## src/rtl/npc_pkg.sv

```systemverilog
// Package: shared encodings for the next-PC unit.
// Holds the opcode and funct values that are decoded, the instruction kind
// enumeration, the target-source select and the link mode.
package npc_pkg;

    localparam int OPW = 6;
    localparam int FNW = 6;

    localparam logic [OPW-1:0] OP_RTYPE  = 6'd0;
    localparam logic [OPW-1:0] OP_BLTZ   = 6'd1;
    localparam logic [OPW-1:0] OP_JAL    = 6'd3;
    localparam logic [OPW-1:0] OP_JM     = 6'd16;
    localparam logic [OPW-1:0] OP_JALM   = 6'd17;
    localparam logic [OPW-1:0] OP_JSP    = 6'd18;
    localparam logic [OPW-1:0] OP_JSPAL  = 6'd19;
    localparam logic [OPW-1:0] OP_BZ     = 6'd24;
    localparam logic [OPW-1:0] OP_BALZ   = 6'd26;
    localparam logic [OPW-1:0] OP_BGEZAL = 6'd35;
    localparam logic [OPW-1:0] OP_BGTZ   = 6'd38;
    localparam logic [OPW-1:0] OP_BGEZ   = 6'd39;

    localparam logic [FNW-1:0] FN_BRZ    = 6'd20;
    localparam logic [FNW-1:0] FN_BRN    = 6'd21;
    localparam logic [FNW-1:0] FN_BALRZ  = 6'd22;

    typedef enum logic [3:0] {
        K_SEQ, K_BLTZ, K_BGTZ, K_BGEZ, K_BGEZAL,
        K_BRZ, K_BRN, K_BALRZ, K_BZ, K_BALZ, K_JAL,
        K_JM, K_JALM, K_JSP, K_JSPAL
    } npc_kind_e;

    typedef enum logic [2:0] {
        SRC_SEQ, SRC_REL, SRC_REG, SRC_PD, SRC_MEM
    } npc_src_e;

    typedef enum logic [1:0] {
        LNK_NONE, LNK_REG, LNK_MEM
    } npc_link_e;

endpackage

```

## src/rtl/npc_decode.sv

```systemverilog
// Module: npc_decode
// Maps the opcode and funct fields to one instruction kind.
// Assumes: any encoding not listed decodes to K_SEQ (plain sequential flow).
module npc_decode
    import npc_pkg::*;
(
    input  logic [OPW-1:0] opcode_i,
    input  logic [FNW-1:0] funct_i,
    output npc_kind_e      kind_o
);

    // Classify the instruction by opcode, and by funct for R-type.
    always_comb begin
        kind_o = K_SEQ;
        unique case (opcode_i)
            OP_RTYPE: begin
                unique case (funct_i)
                    FN_BRZ:   kind_o = K_BRZ;
                    FN_BRN:   kind_o = K_BRN;
                    FN_BALRZ: kind_o = K_BALRZ;
                    default:  kind_o = K_SEQ;
                endcase
            end
            OP_BLTZ:   kind_o = K_BLTZ;
            OP_BGTZ:   kind_o = K_BGTZ;
            OP_BGEZ:   kind_o = K_BGEZ;
            OP_BGEZAL: kind_o = K_BGEZAL;
            OP_BZ:     kind_o = K_BZ;
            OP_BALZ:   kind_o = K_BALZ;
            OP_JAL:    kind_o = K_JAL;
            OP_JM:     kind_o = K_JM;
            OP_JALM:   kind_o = K_JALM;
            OP_JSP:    kind_o = K_JSP;
            OP_JSPAL:  kind_o = K_JSPAL;
            default:   kind_o = K_SEQ;
        endcase
    end

endmodule

```

## src/rtl/npc_cond.sv

```systemverilog
// Module: npc_cond
// Evaluates the branch condition for the decoded kind.
// It selects the target source, the link mode and the link register.
// Assumes: rs is two's complement, and the flags are the registered status bits.
// A conditional form that is not taken yields SRC_SEQ and LNK_NONE.
module npc_cond
    import npc_pkg::*;
#(
    parameter int XLEN     = 32,
    parameter int REGW     = 5,
    parameter int LINK_REG = 31
) (
    input  npc_kind_e        kind_i,
    input  logic [XLEN-1:0]  rs_val_i,
    input  logic             flag_z_i,
    input  logic             flag_n_i,
    input  logic [REGW-1:0]  rd_i,
    input  logic [REGW-1:0]  rt_i,
    output npc_src_e         src_o,
    output npc_link_e        lnk_o,
    output logic [REGW-1:0]  lnk_reg_o
);

    localparam logic [REGW-1:0] RA = REGW'(LINK_REG);

    logic rs_neg, rs_zero;
    assign rs_neg  = rs_val_i[XLEN-1];
    assign rs_zero = (rs_val_i == '0);

    // Choose target source and link behaviour from kind and condition.
    always_comb begin
        src_o     = SRC_SEQ;
        lnk_o     = LNK_NONE;
        lnk_reg_o = '0;
        unique case (kind_i)
            K_BLTZ:  if (rs_neg) src_o = SRC_REL;
            K_BGTZ:  if (!rs_neg && !rs_zero) src_o = SRC_REL;
            K_BGEZ:  if (!rs_neg) src_o = SRC_REL;
            K_BGEZAL: if (!rs_neg) begin
                src_o = SRC_REL; lnk_o = LNK_REG; lnk_reg_o = RA;
            end
            K_BRZ:   if (flag_z_i) src_o = SRC_REG;
            K_BRN:   if (flag_n_i) src_o = SRC_REG;
            K_BALRZ: if (flag_z_i) begin
                src_o = SRC_REG; lnk_o = LNK_REG;
                lnk_reg_o = (rd_i == '0) ? RA : rd_i;
            end
            K_BZ:    if (flag_z_i) src_o = SRC_PD;
            K_BALZ:  if (flag_z_i) begin
                src_o = SRC_PD; lnk_o = LNK_REG; lnk_reg_o = RA;
            end
            K_JAL: begin
                src_o = SRC_PD; lnk_o = LNK_REG; lnk_reg_o = RA;
            end
            K_JM, K_JSP: src_o = SRC_MEM;
            K_JALM: begin
                src_o = SRC_MEM; lnk_o = LNK_REG;
                lnk_reg_o = (rt_i == '0) ? RA : rt_i;
            end
            K_JSPAL: begin
                src_o = SRC_MEM; lnk_o = LNK_MEM;
            end
            default: ;
        endcase
    end

endmodule

```

## src/rtl/npc_target.sv

```systemverilog
// Module: npc_target
// Forms the candidate addresses and selects the next PC.
// Assumes: 32-bit words, a 16-bit branch offset and a 26-bit jump index.
module npc_target
    import npc_pkg::*;
#(
    parameter int XLEN = 32,
    parameter int IMMW = 16,
    parameter int IDXW = 26
) (
    input  logic [XLEN-1:0] pc_i,
    input  logic [IMMW-1:0] imm_i,
    input  logic [IDXW-1:0] idx_i,
    input  logic [XLEN-1:0] rs_val_i,
    input  logic [XLEN-1:0] mem_rdata_i,
    input  npc_src_e        src_i,
    output logic [XLEN-1:0] pc4_o,
    output logic [XLEN-1:0] next_pc_o
);

    localparam int HIW = XLEN - IDXW - 2;

    logic [XLEN-1:0] rel_tgt, pd_tgt, off;

    // Sequential address and the two instruction-encoded targets.
    always_comb begin
        pc4_o   = pc_i + XLEN'(4);
        off     = {{(XLEN-IMMW-2){imm_i[IMMW-1]}}, imm_i, 2'b00};
        rel_tgt = pc4_o + off;
        pd_tgt  = {pc4_o[XLEN-1 -: HIW], idx_i, 2'b00};
    end

    // Select the next PC from the chosen source.
    always_comb begin
        unique case (src_i)
            SRC_REL: next_pc_o = rel_tgt;
            SRC_REG: next_pc_o = rs_val_i;
            SRC_PD:  next_pc_o = pd_tgt;
            SRC_MEM: next_pc_o = mem_rdata_i;
            default: next_pc_o = pc4_o;
        endcase
    end

endmodule

```

## src/rtl/npc_unit.sv

```systemverilog
// Module: npc_unit (top)
// Combinational next-PC and link control for a single-cycle core.
// Assumes: the datapath forms the memory address (rs+imm, or the stack
// pointer) and returns mem_rdata_i in the same cycle. It performs the link
// writes requested here.
module npc_unit
    import npc_pkg::*;
#(
    parameter int XLEN     = 32,
    parameter int REGW     = 5,
    parameter int LINK_REG = 31
) (
    input  logic [XLEN-1:0] pc_i,
    input  logic [31:0]     instr_i,
    input  logic [XLEN-1:0] rs_val_i,
    input  logic            flag_z_i,
    input  logic            flag_n_i,
    input  logic [XLEN-1:0] mem_rdata_i,
    output logic [XLEN-1:0] next_pc_o,
    output logic            link_we_o,
    output logic [REGW-1:0] link_reg_o,
    output logic [XLEN-1:0] link_val_o,
    output logic            link_mem_we_o
);

    npc_kind_e kind;
    npc_src_e  src;
    npc_link_e lnk;
    logic      unused_shamt;

    assign unused_shamt = ^instr_i[10:6];

    npc_decode u_dec (
        .opcode_i (instr_i[31:26]),
        .funct_i  (instr_i[5:0]),
        .kind_o   (kind)
    );

    npc_cond #(.XLEN(XLEN), .REGW(REGW), .LINK_REG(LINK_REG)) u_cond (
        .kind_i    (kind),
        .rs_val_i  (rs_val_i),
        .flag_z_i  (flag_z_i),
        .flag_n_i  (flag_n_i),
        .rd_i      (instr_i[15:11]),
        .rt_i      (instr_i[20:16]),
        .src_o     (src),
        .lnk_o     (lnk),
        .lnk_reg_o (link_reg_o)
    );

    npc_target #(.XLEN(XLEN), .IMMW(16), .IDXW(26)) u_tgt (
        .pc_i        (pc_i),
        .imm_i       (instr_i[15:0]),
        .idx_i       (instr_i[25:0]),
        .rs_val_i    (rs_val_i),
        .mem_rdata_i (mem_rdata_i),
        .src_i       (src),
        .pc4_o       (link_val_o),
        .next_pc_o   (next_pc_o)
    );

    // Turn the link mode into the two write strobes.
    always_comb begin
        link_we_o     = (lnk == LNK_REG);
        link_mem_we_o = (lnk == LNK_MEM);
    end

    // Check strobe exclusivity and target consistency across submodules.
    always_comb begin

        link_excl_chk: assert (!(link_we_o && link_mem_we_o));

        mem_push_src_chk: assert (!link_mem_we_o || next_pc_o == mem_rdata_i);

        link_reg_nz_chk: assert (!link_we_o || link_reg_o != '0);

        seq_no_link_chk: assert (src != SRC_SEQ || (!link_we_o && !link_mem_we_o));
    end

endmodule

```

## config.mk

```make
export PLATFORM = sky130hd
export DESIGN_NAME = npc_unit
export DESIGN_NICKNAME = d
export VERILOG_FILES = /design/src/rtl/npc_pkg.sv /design/src/rtl/npc_decode.sv /design/src/rtl/npc_cond.sv /design/src/rtl/npc_target.sv /design/src/rtl/npc_unit.sv
export SDC_FILE = /design/constraint.sdc
export NUM_CORES = 1
export LEC_CHECK = 0
export ABC_AREA = 1
export BUFFER_PORTS_ARGS = -buffer_cell sky130_fd_sc_hd__buf_2
export CAP_MARGIN = 20
export CORE_ASPECT_RATIO = 1.1
export CORE_MARGIN = 2
export CORE_UTILIZATION = 50
export DETAILED_ROUTE_END_ITERATION = 16
export PLACE_DENSITY = 0.87
export SLEW_MARGIN = 20
export SYNTH_ARGS = -nofsm -noshare
export SYNTH_HDL_FRONTEND = slang
export SYNTH_SLANG_ARGS = --single-unit
export TNS_END_PERCENT = 1
```

## constraint.sdc

```tcl
create_clock -name vclk -period 3.6
set_clock_uncertainty 0.2 [all_clocks]
set_input_delay 0.18 -clock vclk [all_inputs]
set_output_delay 0.18 -clock vclk [all_outputs]
set_load 0.05 [all_outputs]
```

==> results by group <==
Floorplan
  – Core Area: slightly above 9000 um2
  – I/O Pins: roughly 200
  – Width of the die: 96.8 um
  – Floorplan row count: 37
  – DIE AREA: 10300 um2
  – Die Span Y: 106 um
  – Initial Util: 50.9%

Layout
  – Layout clock buffers: 0
  – Nets@finish: 1335
  – Seq. cell area: 0 um2
  – Seq cells: 0
  – Area delta synth->final: 30.7%
  – Finished layout cell area: 6200 um2
  – Most frequent cells in the layout: 337 x nand2_1, 194 x buf_2, 128 x inv_1
  – Commonest non-fill, non-tap cell in the layout: nand2_1
  – Final cell count without fillers: between 1000 and 1500
  – N_diodes: 0
  – Ratio of cells with drive above 1 in the final layout: 25.3%
  – Fin util: 66.6%

Placed design
  – Final HPWL DP: 16400 um
  – Inst Count DP: between 1000 and 1500
  – Worst slack at placement: -0.114 ns
  – Gpl congestion: approximately 1.0
  – Placed instance area: 5920 um2
  – Port bufs: ~200

Power
  – P_int: 306 uW
  – Leak pwr: 3.61 nW
  – Comb pwr share: 100.0%
  – Flop pwr share: 0%
  – Worst VDD drop: 0.000108 V
  – Tot Pwr: just under 1 mW
  – Sw Ratio: between 60% and 70%
  – Switch Pwr: 672 uW
  – Power per Cell Area: 158 nW/um2
  – Clock power frac: 0%

CTS
  – Cts hold-fix bufs: 0

Run status
  – Run status: finished, final reports clean

Yosys
  – Post-synthesis mux area share: 0%
  – Synth Area in Simple Gates: 60.5%
  – Fraction of the mapped netlist area in adder cells: 8.34%
  – Largest family of logic cells by synthesized area: simple AND/OR/NAND/NOR gates
  – Yosys warning count: 0
  – Syn_nets: roughly 1100
  – Post-Syn Area: approximately 4700 um2
  – XOR/XNOR share of the synthesized area: 7.02%
  – Synth cell types: 35
  – Sequential-to-total area share from yosys stat: 0%
  – Mapped Cells: 967
  – Synth Area in Compound Gates: under 10%
  – Syn Area/Cell: 4.90 um2

Worst hold path
  – Worst Hold Class: input port to output pin
  – Worst hold start: pc_i[0]

Timing
  – Count of final hold-check violations: 0
  – TNS Setup: 0 ns
  – Tmin final: 3.46 ns
  – Slew Limit Fails: 0
  – F_max: approximately 290 MHz
  – Actual slew at the worst max-slew pin: 0.500 ns
  – Final period utilization: 96.2%
  – Hold slack: 0.464 ns
  – Setup ws final: 0.138 ns
  – Slew HR: roughly two thirds
  – RSZ-0062 raised after global routing: true
  – Setup violations, final: 0

Global route
  – Most Used Layer, Global Route: met2
  – M1 GR Usage: 46.5%
  – Initial antenna violation count: 0
  – First-pass GRT wire length: 30400 um
  – Met2 GRT Util: 60.1%
  – Vias in the first global route: 6424
  – GR Util met3: under 10%
  – Total grt overflow: 0
  – Largest net degree at the start of global routing: 34
  – GRT Total Usage: 35.2%

Worst setup path
  – Worst Path Max Fanout: 5
  – Slowest stage delay, CP: 0.36 ns
  – Critical Path, Cell by Cell: buf_2 -> nand2_1 -> nor2_4 -> nand2_1 -> nor3_1 -> xor2_1 -> ha_1 -> a21oi_1 -> o21ai_0 -> a21oi_1 -> nand3_1 -> nand2_1 -> nand3_1 -> nand2_1 -> nor2_1 -> nand2_1 -> buf_2
  – Delay-heaviest family, CP: simple AND/OR/NAND/NOR gates
  – CP Class: input port to output pin
  – CP most frequent cell: nand2_1
  – Crit. Startpoint: pc_i[9]
  – Crit path launch type: input port
  – Buf/Inv on CP: 2
  – Critical Path End Type: output pin
  – CP arrival: 3.08 ns
  – Crit path max-delay cell type: ha_1
  – CP required: 3.22 ns

Route
  – Routed length per placed instance: 15.1 um
  – Vias: 7106
  – DR vias/cell: between 5 and 6
  – Antenna viol nets, final: 0
  – Iter 0 DRT Violations: roughly 650
  – DRT Pass-1 Iters: 8
  – DRC: 0
  – Drt total wl: 19500 um

Job
  – Max Cap Viol: 0
-- worst paths after layout --
path | to | slack, ns | depth (start not counted)
setup / recovery | next_pc_o[24] | 0.14 | 17
hold / removal | link_val_o[0] | 0.46 | 2
-- cell usage after synthesis --
cell      count  area (um2)
nand2_1     340        1280
inv_1       130         488
nor2_1      122         458
nand3_1      91         455
nand4_1      58         363
ha_1         30         375
xor2_1       30         263
a21oi_1      29         145
o21ai_0      26         130
nor3_1       16        80.1
a22o_1       12         105
xnor2_1       8        70.1
buf_4         7        52.6
clkbuf_1      7        26.3
nand3b_1      7        52.6
nor2_2        7        43.8
o21bai_1      7        52.6
buf_6         6        67.6
nand2_2       6        37.5
buf_2         5        25.0
inv_2         3        11.3
nand3_2       2        20.0
nor2_4        2        22.5
nor3b_1       2        15.0
nor4_1        2        12.5
o21ai_1       2        10.0
or2_2         2        12.5
a21o_1        1        7.51
a31oi_1       1        6.26
and2_1        1        6.26
buf_1         1        3.75
fa_1          1        20.0
nand2_4       1        11.3
o211ai_1      1        7.51
o21a_1        1        7.51
-- cells by family (layout without fill, tap and decap cells) --
kind of cell / after synthesis / after routing
fa+ha+maj: 31 / 31
buf+inv: 159 / 364
compound gates: 80 / 80
xor+xnor: 38 / 38
simple gates: 659 / 659
-- cell type report --
type,count,area (um2)
inverter,133,499
multi-input combinational,808,4300
timing repair buffer,231,1250
tap,117,146
fill,986,3110
-- metal layers --
| metal | vias to the layer above | part of all wire [%] | wire length, um |
|---|---|---|---|
| met2 | 396 | 46 | 8880 |
| met4 | 0 | 3.1 | 599 |
| met1 | 3122 | 41 | 7960 |
| met5 | - | 0 | 0 |
| met3 | 55 | 10 | 2040 |
| li1 | 3533 | - | - |
-- power groups by stage --
stage               clock network, mW  logic (mW)  registers (mW)
detailed placement                  0       0.918               0
global route                        0        1.06               0
finish                              0       0.977               0
CTS                                 0       0.921               0
floorplan                           0       0.636               0
global placement                    0       0.914               0
-- what timing repair did --
action / in CTS / in global routing
buffers inserted: 0 / 4
resized for setup: 2 / 58
pin swaps: 0 / 8
setup endpoints to repair: 1 / 18
Note: power is estimated with default switching activity, not from simulation.
